### src/rtl/blkfmt_pkg.sv
package blkfmt_pkg;

    typedef enum logic [2:0] {
        S_IDLE,
        S_MAIN_HDR,
        S_IN_HDR,
        S_HITS,
        S_IN_TRL,
        S_MAIN_TRL
    } fmt_state_t;

    // One word folded into the CRC, most significant bit first
    function automatic logic [15:0] crc_fold(input logic [15:0] c, input logic [31:0] w);
        logic [15:0] r;
        logic        fb;
        r = c;
        for (int b = 31; b >= 0; b--) begin
            fb = r[15] ^ w[b];
            r  = {r[14:0], 1'b0} ^ (fb ? 16'h1021 : 16'h0000);
        end
        return r;
    endfunction

endpackage

### src/rtl/blkfmt_evcnt.sv
module blkfmt_evcnt #(
    parameter int N_IN = 16,
    parameter int CW   = 7
) (
    input  logic              clk,
    input  logic              rst_n,
    input  logic [N_IN-1:0]   hdr_seen,
    input  logic [CW-1:0]     ref_num,
    output logic [N_IN*CW-1:0] cnt_flat,
    output logic [N_IN-1:0]   mism
);

    for (genvar k = 0; k < N_IN; k++) begin : g_ch
        logic [CW-1:0] cnt_q;

        always_ff @(posedge clk or negedge rst_n) begin
            if (!rst_n)
                cnt_q <= '0;
            else if (hdr_seen[k])
                cnt_q <= cnt_q + 1'b1;
        end

        assign cnt_flat[k*CW +: CW] = cnt_q;
        assign mism[k] = (cnt_q != ref_num);
    end

endmodule

### src/rtl/blkfmt_crc.sv
module blkfmt_crc (
    input  logic        clk,
    input  logic        rst_n,
    input  logic        seed,
    input  logic        upd,
    input  logic [31:0] word,
    output logic [15:0] crc
);
    import blkfmt_pkg::*;

    always_ff @(posedge clk or negedge rst_n) begin
        if (!rst_n)
            crc <= 16'hFFFF;
        else if (seed)
            crc <= 16'hFFFF;
        else if (upd)
            crc <= crc_fold(crc, word);
    end

endmodule

### src/rtl/evblk_formatter.sv
module evblk_formatter #(
    parameter int N_IN  = 16,
    parameter int EVC_W = 7
) (
    input  logic        clk,
    input  logic        rst_n,
    input  logic [15:0] cfg_ihdr_en,
    input  logic        cfg_itrl_en,
    input  logic        evt_start,
    input  logic [3:0]  evt_trig,
    input  logic [2:0]  evt_dtype,
    input  logic [7:0]  evt_sysnum,
    input  logic [15:0] in_hdr_seen,
    input  logic        hit_valid,
    input  logic        hit_eoi,
    input  logic        hit_timed,
    input  logic [3:0]  hit_quality,
    input  logic [3:0]  hit_time,
    input  logic [2:0]  hit_tblk,
    input  logic [6:0]  hit_pos,
    input  logic [8:0]  hit_height,
    output logic        hit_ready,
    output logic [31:0] out_data,
    output logic        out_valid,
    output logic        out_hdr,
    output logic        out_trl,
    output logic        out_half
);
    import blkfmt_pkg::*;

    localparam logic [3:0] LAST_IN = 4'(N_IN - 1);
    localparam logic [3:0] HALF_IN = 4'(N_IN / 2);

    fmt_state_t state, state_nx;

    logic [3:0]  idx;
    logic [7:0]  hcnt;
    logic [3:0]  trig_q;
    logic [2:0]  dtype_q;
    logic [7:0]  sys_q;

    logic        emit;
    logic [31:0] word;
    logic [15:0] crc;
    logic        crc_seed;

    logic [N_IN*EVC_W-1:0] evc_flat;
    logic [N_IN-1:0]       mism;
    logic [15:0]           err16;
    logic [EVC_W-1:0]      cur_cnt;

    blkfmt_evcnt #(.N_IN(N_IN), .CW(EVC_W)) evcnt_i (
        .clk      (clk),
        .rst_n    (rst_n),
        .hdr_seen (in_hdr_seen[N_IN-1:0]),
        .ref_num  (sys_q[EVC_W-1:0]),
        .cnt_flat (evc_flat),
        .mism     (mism)
    );

    assign crc_seed = (state == S_IDLE) && evt_start;

    blkfmt_crc crc_i (
        .clk   (clk),
        .rst_n (rst_n),
        .seed  (crc_seed),
        .upd   (emit && (state != S_MAIN_TRL)),
        .word  (word),
        .crc   (crc)
    );

    always_comb begin
        err16 = '0;
        err16[N_IN-1:0] = mism;
        cur_cnt = evc_flat[int'(idx)*EVC_W +: EVC_W];
    end

    // State register
    always_ff @(posedge clk or negedge rst_n) begin
        if (!rst_n)
            state <= S_IDLE;
        else
            state <= state_nx;
    end

    // Next state, word selection and handshake
    always_comb begin
        state_nx  = state;
        emit      = 1'b0;
        word      = '0;
        hit_ready = 1'b0;
        unique case (state)
            S_IDLE: begin
                if (evt_start)
                    state_nx = S_MAIN_HDR;
            end
            S_MAIN_HDR: begin
                emit     = 1'b1;
                word     = {1'b0, trig_q, 1'b0, dtype_q, 15'd0, sys_q};
                state_nx = S_IN_HDR;
            end
            S_IN_HDR: begin
                emit     = cfg_ihdr_en[idx];
                word     = {2'b10, cur_cnt, 3'd0, idx, 16'd0};
                state_nx = S_HITS;
            end
            S_HITS: begin
                hit_ready = 1'b1;
                if (hit_valid && !hit_eoi) begin
                    emit = 1'b1;
                    word = hit_timed
                         ? {1'b1, hit_quality, hit_time, hit_tblk, idx, hit_pos, hit_height}
                         : {9'd0, hit_tblk, idx, hit_pos, hit_height};
                end
                if (hit_valid && hit_eoi)
                    state_nx = S_IN_TRL;
            end
            S_IN_TRL: begin
                emit     = cfg_itrl_en;
                word     = {2'b11, 10'd0, idx, 8'd0, hcnt};
                state_nx = (idx == LAST_IN) ? S_MAIN_TRL : S_IN_HDR;
            end
            S_MAIN_TRL: begin
                emit     = 1'b1;
                word     = {crc, err16};
                state_nx = S_IDLE;
            end
            default: state_nx = S_IDLE;
        endcase
    end

    // Registered outputs and per-block context
    always_ff @(posedge clk or negedge rst_n) begin
        if (!rst_n) begin
            out_data  <= '0;
            out_valid <= 1'b0;
            out_hdr   <= 1'b0;
            out_trl   <= 1'b0;
            out_half  <= 1'b0;
            idx       <= '0;
            hcnt      <= '0;
            trig_q    <= '0;
            dtype_q   <= '0;
            sys_q     <= '0;
        end else begin
            out_valid <= emit;
            out_data  <= emit ? word : 32'd0;
            out_hdr   <= (state == S_MAIN_HDR);
            out_trl   <= (state == S_MAIN_TRL);
            out_half  <= emit && (idx >= HALF_IN)
                         && (state inside {S_IN_HDR, S_HITS, S_IN_TRL});
            if (state == S_IDLE && evt_start) begin
                trig_q  <= evt_trig;
                dtype_q <= evt_dtype;
                sys_q   <= evt_sysnum;
            end
            if (state == S_MAIN_HDR)
                idx <= '0;
            else if (state == S_IN_TRL && idx != LAST_IN)
                idx <= idx + 1'b1;
            if (state == S_IN_HDR)
                hcnt <= '0;
            else if (state == S_HITS && hit_valid && !hit_eoi)
                hcnt <= hcnt + 1'b1;
        end
    end

    AST_MAIN_HDR_FMT: assert property (@(posedge clk) disable iff (!rst_n)
        out_hdr |-> (out_valid && !out_data[31]));
    AST_HIT_NEXT_CYCLE: assert property (@(posedge clk) disable iff (!rst_n)
        (hit_valid && hit_ready && !hit_eoi) |=> (out_valid && !out_hdr && !out_trl));
    AST_TRL_IS_WORD: assert property (@(posedge clk) disable iff (!rst_n)
        out_trl |-> (out_valid && !out_hdr));
    AST_QUIET_AFTER_TRL: assert property (@(posedge clk) disable iff (!rst_n)
        out_trl |=> !out_valid);
    AST_NO_READY_ON_HDR: assert property (@(posedge clk) disable iff (!rst_n)
        out_hdr |-> !hit_ready);

endmodule

### config.mk
export PLATFORM = sky130hd
export DESIGN_NAME = evblk_formatter
export DESIGN_NICKNAME = d
export VERILOG_FILES = /design/src/rtl/blkfmt_pkg.sv /design/src/rtl/blkfmt_evcnt.sv /design/src/rtl/blkfmt_crc.sv /design/src/rtl/evblk_formatter.sv
export SDC_FILE = /design/constraint.sdc
export NUM_CORES = 1
export LEC_CHECK = 0
export CAP_MARGIN = 15
export CORE_ASPECT_RATIO = 2
export CORE_MARGIN = 4
export CORE_UTILIZATION = 53
export DETAILED_ROUTE_END_ITERATION = 6
export PLACE_DENSITY = 0.86
export SYNTH_ARGS = -nofsm -noshare
export SYNTH_HDL_FRONTEND = slang
export SYNTH_SLANG_ARGS = --single-unit
### constraint.sdc
create_clock -name clk -period 4.3 [get_ports clk]
set_clock_uncertainty 0.05 [all_clocks]
set_input_delay 0.645 -clock clk [delete_from_list [all_inputs] [get_ports clk]]
set_output_delay 0.645 -clock clk [all_outputs]
set_load 0.01 [all_outputs]
== Yosys cells after proc, flatten, opt, wreduce, memory -nomap -nowiden ==
Cells that the tools add are included.

* Bits in registers: 194
* Input bits: 81
* Output and inout port bits: 37

* Add/sub/neg operators: 18
* $mul: 1
* $lt $le $gt $ge: 2
* Equality and inequality tests: 26
* Shifts and indexed selects: 1
* Mux-type cells: 51
* Bitwise gates (word level): 64
* Reductions and logical operators: 17

{| class="wikitable"
|+ Operators with widths
! cell !! count
|-
| $xor A16 B16 Y16 || 32
|-
| $mux W13 || 32
|-
| $pmux W32 S5 || 1
|-
| $add A7 B1 Y7 const B || 16
|-
| $ne A7 B7 Y1 || 16
|-
| $shiftx A112 B8 Y7 || 1
|-
| $mux W32 || 3
|-
| $mux W16 || 2
|-
| $xor A1 B1 Y1 || 32
|-
| $mux W8 || 2
|-
| $pmux W3 S5 || 1
|-
| $logic_and A1 B1 Y1 || 9
|-
| $mux W3 || 3
|-
| $add A8 B1 Y8 const B || 1
|-
| $mux W4 || 2
|-
| $mul A4 B3 Y7 const B || 1
|-
| $eq A3 B2 Y1 const B || 2
|-
| $eq A3 B3 Y1 const B || 2
|-
| $reduce_bool A2 Y1 || 3
|-
| $lt A4 B5 Y1 const B || 1
|-
| $add A4 B1 Y4 const B || 1
|-
| $bmux W1 S4 || 1
|-
| $eq A4 B4 Y1 const B || 1
|-
| $ge A4 B4 Y1 const B || 1
|-
| other kinds (11) || 14
|}

== Longest topological paths before layout ==
Gate-level depths: netlist of run 1.

* Word-level depth: 102
* Mapped depth: 17

== Cells and area by module ==
A second synthesis of run 1 with hierarchy kept.

* Cell total of the unflattened synthesis: 1,110
* Area total of the unflattened synthesis: 11,986.5 sq um

{| class="wikitable"
|+ By module, submodules not included
! module !! instances !! cells an instance !! area an instance (sq um) !! seq. area each (sq um)
|-
| blkfmt_evcnt || 1 || 510 || 5,858.1 || 2,802.7
|-
| evblk_formatter || 1 || 449 || 4,380.5 || 1,651.6
|-
| blkfmt_crc || 1 || 151 || 1,747.9 || 420.4
|}

== Least setup slack after synthesis of run 1 ==
No wires, ideal clock.

* Path kind: register to register
* Start: register state[2]
* End: register crc_i.crc[13]
* Arrival: 4.158 ns
* Data required time: 4.177 ns
* Path slack: 0.019 ns
* Stages on the path, launching flop included: 16
* Path buffers: 3
* Cells stage by stage: dfrtp_1 buf_2 buf_2 inv_1 ha_1 or4b_1 clkbuf_1 o32ai_1 nor2_1 xnor2_2 xnor2_1 xnor3_1 xnor3_2 xor3_2 xnor2_1 a21oi_1

* Word-level cells in the longest chain between the ends: 50

{| class="wikitable"
|+ RTL lines
! element !! RTL line !! text
|-
| start: declaration || evblk_formatter.sv:34 || <nowiki>fmt_state_t state, state_nx;</nowiki>
|-
| start signal: assignment || evblk_formatter.sv:83 || <nowiki>state <= state_nx;</nowiki>
|-
| $eq A3 B3 Y1, or another cell as far along || evblk_formatter.sv:92 || <nowiki>unique case (state)</nowiki>
|-
| $pmux W32 S5 || evblk_formatter.sv:92 ||
|-
| $xor A1 B1 Y1 || blkfmt_pkg.sv:18 || <nowiki>fb = r[15] ^ w[b];</nowiki>
|-
| $mux W13 || blkfmt_pkg.sv:19 || <nowiki>r = {r[14:0], 1'b0} ^ (fb ? 16'h1021 : 16'h0000);</nowiki>
|-
| $xor A16 B16 Y16 (4 in series) || blkfmt_pkg.sv:19 ||
|-
| $xor A1 B1 Y1 || blkfmt_pkg.sv:18 ||
|-
| $mux W13 || blkfmt_pkg.sv:19 ||
|-
| $xor A16 B16 Y16 (4 in series) || blkfmt_pkg.sv:19 ||
|-
| (+24 left out) || n/a ||
|-
| $xor A1 B1 Y1 || blkfmt_pkg.sv:18 ||
|-
| $mux W13 || blkfmt_pkg.sv:19 ||
|-
| $xor A16 B16 Y16 (4 in series) || blkfmt_pkg.sv:19 ||
|-
| $xor A1 B1 Y1 || blkfmt_pkg.sv:18 ||
|-
| $mux W13 || blkfmt_pkg.sv:19 ||
|-
| $xor A16 B16 Y16 (2 in series) || blkfmt_pkg.sv:19 ||
|-
| $mux W16 || blkfmt_crc.sv:16 || <nowiki>else if (upd)</nowiki>
|-
| $mux W16 || blkfmt_crc.sv:14 || <nowiki>else if (seed)</nowiki>
|-
| end signal: assignment || blkfmt_crc.sv:17 || <nowiki>crc <= crc_fold(crc, word);</nowiki>
|-
| end: declaration || blkfmt_crc.sv:7 || <nowiki>output logic [15:0] crc</nowiki>
|}

Parallel ways exist; a longest one is shown, timed or not. The select of a mux whose other input is x is not followed.
A chain may end at the register's enable or synchronous reset.

== Worst setup path in the final report of run 1 ==
* Start: register state[2]
* End: register crc_i.crc[15]

* Word-level cells in the longest chain between the ends: 52

{| class="wikitable"
|+ RTL lines
! element !! RTL line
|-
| $eq A3 B3 Y1, or another cell as far along || evblk_formatter.sv:92
|-
| $pmux W32 S5 || evblk_formatter.sv:92
|-
| $xor A1 B1 Y1 || blkfmt_pkg.sv:18
|-
| $mux W13 || blkfmt_pkg.sv:19
|-
| $xor A16 B16 Y16 (4 in series) || blkfmt_pkg.sv:19
|-
| $xor A1 B1 Y1 || blkfmt_pkg.sv:18
|-
| $mux W13 || blkfmt_pkg.sv:19
|-
| $xor A16 B16 Y16 (4 in series) || blkfmt_pkg.sv:19
|-
| (+24 left out) || n/a
|-
| $xor A1 B1 Y1 || blkfmt_pkg.sv:18
|-
| $mux W13 || blkfmt_pkg.sv:19
|-
| $xor A16 B16 Y16 (4 in series) || blkfmt_pkg.sv:19
|-
| $xor A1 B1 Y1 || blkfmt_pkg.sv:18
|-
| $mux W13 || blkfmt_pkg.sv:19
|-
| $xor A16 B16 Y16 (4 in series) || blkfmt_pkg.sv:19
|-
| $mux W16 || blkfmt_crc.sv:16
|-
| $mux W16 || blkfmt_crc.sv:14
|}

Parallel ways exist; a longest one is shown, timed or not. The select of a mux whose other input is x is not followed.

==> results.json, run 1 <==
{
  "run_status": "finished, final reports clean",
  "report.final.setup_viol": 0,
  "layout-area-overhead-vs-synth_pct": 20.5,
  "cts.repair_timing.setup_buffer_count": 0,
  "cts.root.buffer_cell": "clkbuf_16",
  "synth.net_count": 1198,
  "final_instance_count_excl_fillers": 1542,
  "drcViolationCount": 0,
  "synthDominantAreaCellType": "dfrtp_1",
  "grt_use_total_pct": 28.6,
  "routed_wire_length_per_instance_um": 23.1,
  "cts_num_sinks": 194,
  "rsz0062_at_grt": "false",
  "wire_length_of_the_first_global_routing_pass_um": 54900,
  "post-route-period-util_pct": 95.3,
  "initial_utilization_pct": 53.9,
  "die_height_um": 221,
  "design.die.area_mm2": 0.0253,
  "grt_overflow_total": 0,
  "numPortBuffers": 117,
  "boundaryPins": 118,
  "postSynth.asyncResetShare_pct": 100,
  "synth_area_mm2": 0.0120,
  "worst-setup-path-type": "flip-flop to flip-flop",
  "worst_ep_arrival_time_ps": 4430,
  "synth-edff-count": 0,
  "clock_insertion_delay_worst_skew_ps": 460,
  "nature_of_the_critical_path_endpoint": "flip-flop",
  "vias_per_cell": 6.15,
  "timing_max_transition_violations_final": 0,
  "cts_buffer_depth": 2,
  "place.detailed.instances": 1511,
  "synth.yosys.seq_area_share_pct": 40.6,
  "ant_nets": 0,
  "timing_hold_violations_final": 0,
  "grt_pass1_vias": 10100,
  "hp-class": "input port to async pin",
  "cts_hold_buf": 0,
  "timing_worst_slew_pin_value_ps": 779,
  "gp_routability_congestion": 1.06,
  "fin_nets": 1354,
  "synthMostInstantiatedCell": "dfrtp_1",
  "post-synth-top-area-fraction_pct": 37.1,
  "worst_ep_required_time_ps": 4630,
  "antenna_found_initial": 0,
  "clk_transition_reported_paths_ps": 70,
  "num_rows": 77,
  "synth_flop_cell": "dfrtp_1",
  "core_area_mm2": 0.0223,
  "clock_tree_from_tritoncts": "built",
  "ys_types": 69,
  "synth_seq_cells": 194,
  "final_sum_of_negative_setup_slack_ps": 0,
  "floorplan.die.width_um": 114,
  "maxCapViolations": 0,
  "cts-buffers-inserted": 17,
  "dp_slack_ps": -43.4,
  "cts_max_level": 4,
  "finalCoreUtilization_pct": 65.0,
  "setup_crit_start_kind": "flip-flop",
  "vias": 9484,
  "max_slew_margin_pct": 48.1,
  "setup_ws_ps": 203,
  "synth.yosys.warnings": 0,
  "synth.avg_cell_area_um2": 10.9,
  "antenna_cells_inserted": 0,
  "initialDrtViolationCount": 761,
  "detail_route.first_pass.iterations": 6,
  "critical_path_peak_fanout": 7,
  "detail_route.wirelength_um": 35700,
  "grt_max_degree": 92,
  "place_hpwl_um": 26900,
  "ys_top_cells_by_area": "dfrtp_1 (37%), xnor2_1 (11%), xor2_1 (9.6%)",
  "postSynthCellCount": 1098,
  "final_period_minus_worst_setup_slack_ps": 4100,
  "fmax_mhz": 244,
  "drive_gt1_share_pct": 17.5,
  "synth_commonest_cells": "dfrtp_1 (178), xnor2_1 (151), xor2_1 (132)"
}
-- kinds of logic after synthesis --
family / Yosys count / synth area share [%]
buffers and inverters: 64 / 2.85
muxes: 89 / 10.5
DFF: 194 / 40.6
xor gates and xnor gates: 305 / 24.8
AOI/OAI and AO/OA: 136 / 7.71
adders and majority gates: 19 / 1.98
and+or+nand+nor: 291 / 11.5
-- worst max-delay path, cell delays in order (launching register included) --
cell and delay (ps):
dfrtp_1 400, inv_1 120, ha_1 320, or4_1 650
nor2_1 370, nor2_2 130, xnor2_4 190, buf_4 200
xnor3_1 320, xor2_1 200, xnor2_1 290, xnor3_1 450
xnor2_1 160, a21oi_1 160
-- through the flow --
| stage | hold slack, ps | cell area [µm²] |
|---|---|---|
| 2_1_floorplan | 299 | 12000 |
| 3_3_place_gp | 442 | 13800 |
| 3_5_place_dp | 446 | 13800 |
| 4_1_cts | 219 | 14400 |
| 5_1_grt | 252 | 14500 |
| 6_report | 193 | 14500 |
-- repair_timing --
| item | CTS | global route |
|---|---|---|
| endpoints found under the setup margin | 0 | 11 |
| resized for setup | 0 | 9 |
| hold endpoints to repair | 0 | 0 |
-- cells in the final DEF, fill, tap and decap left out, types with 15 or more instances in the layout --
master / synthesis / final
nand4_1: 42 / 42
nor2_1: 91 / 90
nor3_1: 18 / 18
ha_1: 19 / 19
mux4_2: 22 / 22
a21oi_1: 39 / 38
clkdlybuf4s50_1: 0 / 116
buf_4: 5 / 74
o21ai_0: 27 / 27
clkbuf_16: 0 / 17
dfstp_2: 16 / 16
xor2_1: 132 / 131
xnor2_1: 151 / 150
nand2_1: 93 / 93
mux2_2: 49 / 49
mux2i_1: 15 / 15
dfrtp_1: 178 / 177
-- registers in the layout, summed over array words and instances, names as in the netlist, 3 cells and up --
name                count
hcnt                    8
crc_i.crc              16
state                   3
out_data               32
trig_q                  4
sys_q                   8
dtype_q                 3
idx                     4
evcnt_i.g_ch.cnt_q    112
-- layer usage --
metal,up-vias,track usage (%),part of all wire [%]
li1,4159,-,-
met1,4680,28.8,33
met2,455,49.4,53
met3,190,6.04,6.0
met4,0,22.9,8.9
met5,-,0,0
-- path summary, 6_finish.rpt --
kind                                           start                   endpoint  slack [ps]  cells past startpoint
max                                         state[2]              crc_i.crc[15]         200                     13
min reg2reg                evcnt_i.g_ch[10].cnt_q[6]  evcnt_i.g_ch[10].cnt_q[6]         460                      1
min                                            rst_n   evcnt_i.g_ch[3].cnt_q[0]         190                      1
max in group asynchronous                      rst_n               crc_i.crc[7]        3050                      2
max reg2reg                                 state[2]              crc_i.crc[15]         200                     13
min in group clk           evcnt_i.g_ch[10].cnt_q[6]  evcnt_i.g_ch[10].cnt_q[6]         460                      1
-- layout make-up --
cell class                      count  area, µm²
Fill cell                        1616       7790
Inverter                            6       26.3
Tap cell                          276        345
Multi-Input combinational cell    840       6830
Clock inverter                     11        128
Sequential cell                   194       4880
Clock buffer                       20        457
Timing Repair Buffer              195       1800
Power of run 1 is not shown: default switching activity piles up to over one toggle a cycle in this logic, so the estimate is an artifact.
==> run 2, diff against run 1 <==
--- a/config.mk
+++ b/config.mk
@@ -6,9 +6,11 @@
 export NUM_CORES = 1
 export LEC_CHECK = 0
 export CAP_MARGIN = 15
+export CELL_PAD_IN_SITES_DETAIL_PLACEMENT = 2
+export CELL_PAD_IN_SITES_GLOBAL_PLACEMENT = 2
 export CORE_ASPECT_RATIO = 2
 export CORE_MARGIN = 4
-export CORE_UTILIZATION = 53
+export CORE_UTILIZATION = 35
 export DETAILED_ROUTE_END_ITERATION = 6
 export PLACE_DENSITY = 0.86
 export SYNTH_ARGS = -nofsm -noshare
==> results.json, run 2 (synthesized netlist as in run 1, its figures left out) <==
{
  "run_status": "finished, final reports clean",
  "detail_route.wirelength_um": 47400,
  "grt_pass1_vias": 11300,
  "boundaryPins": 118,
  "max_slew_margin_pct": 39.7,
  "dr.max_layer_used": "met4",
  "vias": 9605,
  "cts.root.buffer_cell": "clkbuf_16",
  "placement.cell_area_mm2": 0.0142,
  "post-route-period-util_pct": 95.9,
  "cts_hold_buf": 0,
  "gp_routability_congestion": 0.935,
  "num_rows": 95,
  "layout.cell_area.non_filler_mm2": 0.0148,
  "cts_buffer_depth": 2,
  "clk_transition_reported_paths_ps": 80,
  "antenna_cells_inserted": 0,
  "clock_insertion_delay_worst_skew_ps": 470,
  "antenna_found_initial": 0,
  "n_fill_cell": 3498,
  "final_sum_of_negative_setup_slack_ps": 0,
  "initial_utilization_pct": 35.6,
  "detail_route.first_pass.iterations": 5,
  "grt_max_degree": 106,
  "maxCapViolations": 0,
  "route.layer.met1.wl_um": 16100,
  "largest_reg_flops": 112,
  "final_period_minus_worst_setup_slack_ps": 4120,
  "place_hpwl_um": 36600,
  "rsz0062_at_grt": "false",
  "critical_path_peak_fanout": 7,
  "clock_tree_from_tritoncts": "built",
  "ff_latch_area_mm2": 0.00488,
  "routed_wire_length_per_instance_um": 27.5,
  "cts_max_level": 4,
  "dp_slack_ps": -141,
  "timing_worst_slew_pin_value_ps": 905,
  "initialDrtViolationCount": 547,
  "report.final.setup_viol": 0,
  "grt_use_total_pct": 25.2,
  "layout-area-overhead-vs-synth_pct": 23.4,
  "timing_hold_violations_final": 0,
  "route.met2.wl_um": 26600,
  "numPortBuffers": 117,
  "finalCoreUtilization_pct": 43.9,
  "worst-setup-path-type": "flip-flop to flip-flop",
  "drcViolationCount": 0,
  "cts-buffers-inserted": 17,
  "grt_overflow_total": 0,
  "worst-r2r-cell-count": 12,
  "multiInputGateArea_mm2": 0.00683,
  "layout.cells.most_common_list": "dfrtp_1 (175), xnor2_1 (149), xor2_1 (132)",
  "detailroute.wirelength.met3_um": 1220,
  "layout.cells.most_common": "dfrtp_1",
  "worst_ep_required_time_ps": 4640,
  "fin_nets": 1373,
  "die_height_um": 270,
  "drive_gt1_share_pct": 19.1,
  "vias_per_cell": 5.58,
  "floorplan.die.width_um": 139,
  "fmax_mhz": 243,
  "hp-class": "input port to async pin",
  "timing_max_transition_violations_final": 0,
  "design.die.area_mm2": 0.0375,
  "core_area_mm2": 0.0338,
  "worst_ep_arrival_time_ps": 4460,
  "biggestRegsByFlops": "evcnt_i.g_ch.cnt_q: 112 flops, out_data: 32 flops, crc_i.crc: 16 flops",
  "nature_of_the_critical_path_endpoint": "flip-flop",
  "setup_ws_ps": 177,
  "setup_crit_start_kind": "flip-flop",
  "wire_length_of_the_first_global_routing_pass_um": 71700,
  "ant_nets": 0,
  "regMostFlops": "evcnt_i.g_ch.cnt_q",
  "cts_num_sinks": 194
}
## run 2: worst max-delay path: stages (launching register included)
cell     delay [ps]
dfrtp_1         390
inv_1           140
ha_1            350
or4b_4          630
o32ai_1         360
nor2_2          140
xnor2_4         150
xnor2_1         240
xnor3_1         390
xnor3_2         410
xor3_2          470
xnor2_1         160
a21oi_1         170
## run 2: per-layer routing
metal / track usage [%] / vias to the layer above
met5: 0 / -
li1: - / 4188
met1: 24.8 / 5035
met2: 48.4 / 252
met4: 16.3 / 0
met3: 3.30 / 130
## run 2: path summary, 6_finish.rpt
kind	startpoint	endpoint	slack (ps)
worst min-delay path	rst_n	evcnt_i.g_ch[1].cnt_q[1]	210
min in group clk	evcnt_i.g_ch[12].cnt_q[6]	evcnt_i.g_ch[12].cnt_q[6]	480
worst max-delay path	state[2]	crc_i.crc[6]	180
max in group asynchronous	rst_n	evcnt_i.g_ch[13].cnt_q[1]	2960
worst min register to register	evcnt_i.g_ch[12].cnt_q[6]	evcnt_i.g_ch[12].cnt_q[6]	480
worst max register to register	state[2]	crc_i.crc[6]	180
## run 2: layout make-up
class                           count  share of cell area [%]
Multi-Input combinational cell    840                    46.1
Sequential cell                   194                    32.9
Timing Repair Buffer              214                    13.1
Tap cell                          436                    3.68
Clock buffer                       20                    3.08
Clock inverter                     12                   0.887
Inverter                            6                   0.152
## run 2: per-stage QoR
step,hold WS (ps),instances
after floorplan,299,1098
after global placement,447,1690
after detailed placement,460,1690
after CTS,249,1722
after global routing,275,1722
final,206,1722
## run 2: what timing repair did
| item | in CTS | in global routing |
|---|---|---|
| setup buffers | 0 | 0 |
| gates resized for setup | 4 | 6 |
| pin swaps | 0 | 1 |
| cloned | 0 | 0 |
| setup endpoints to repair | 6 | 4 |
Power of run 2 is left out for the same reason.
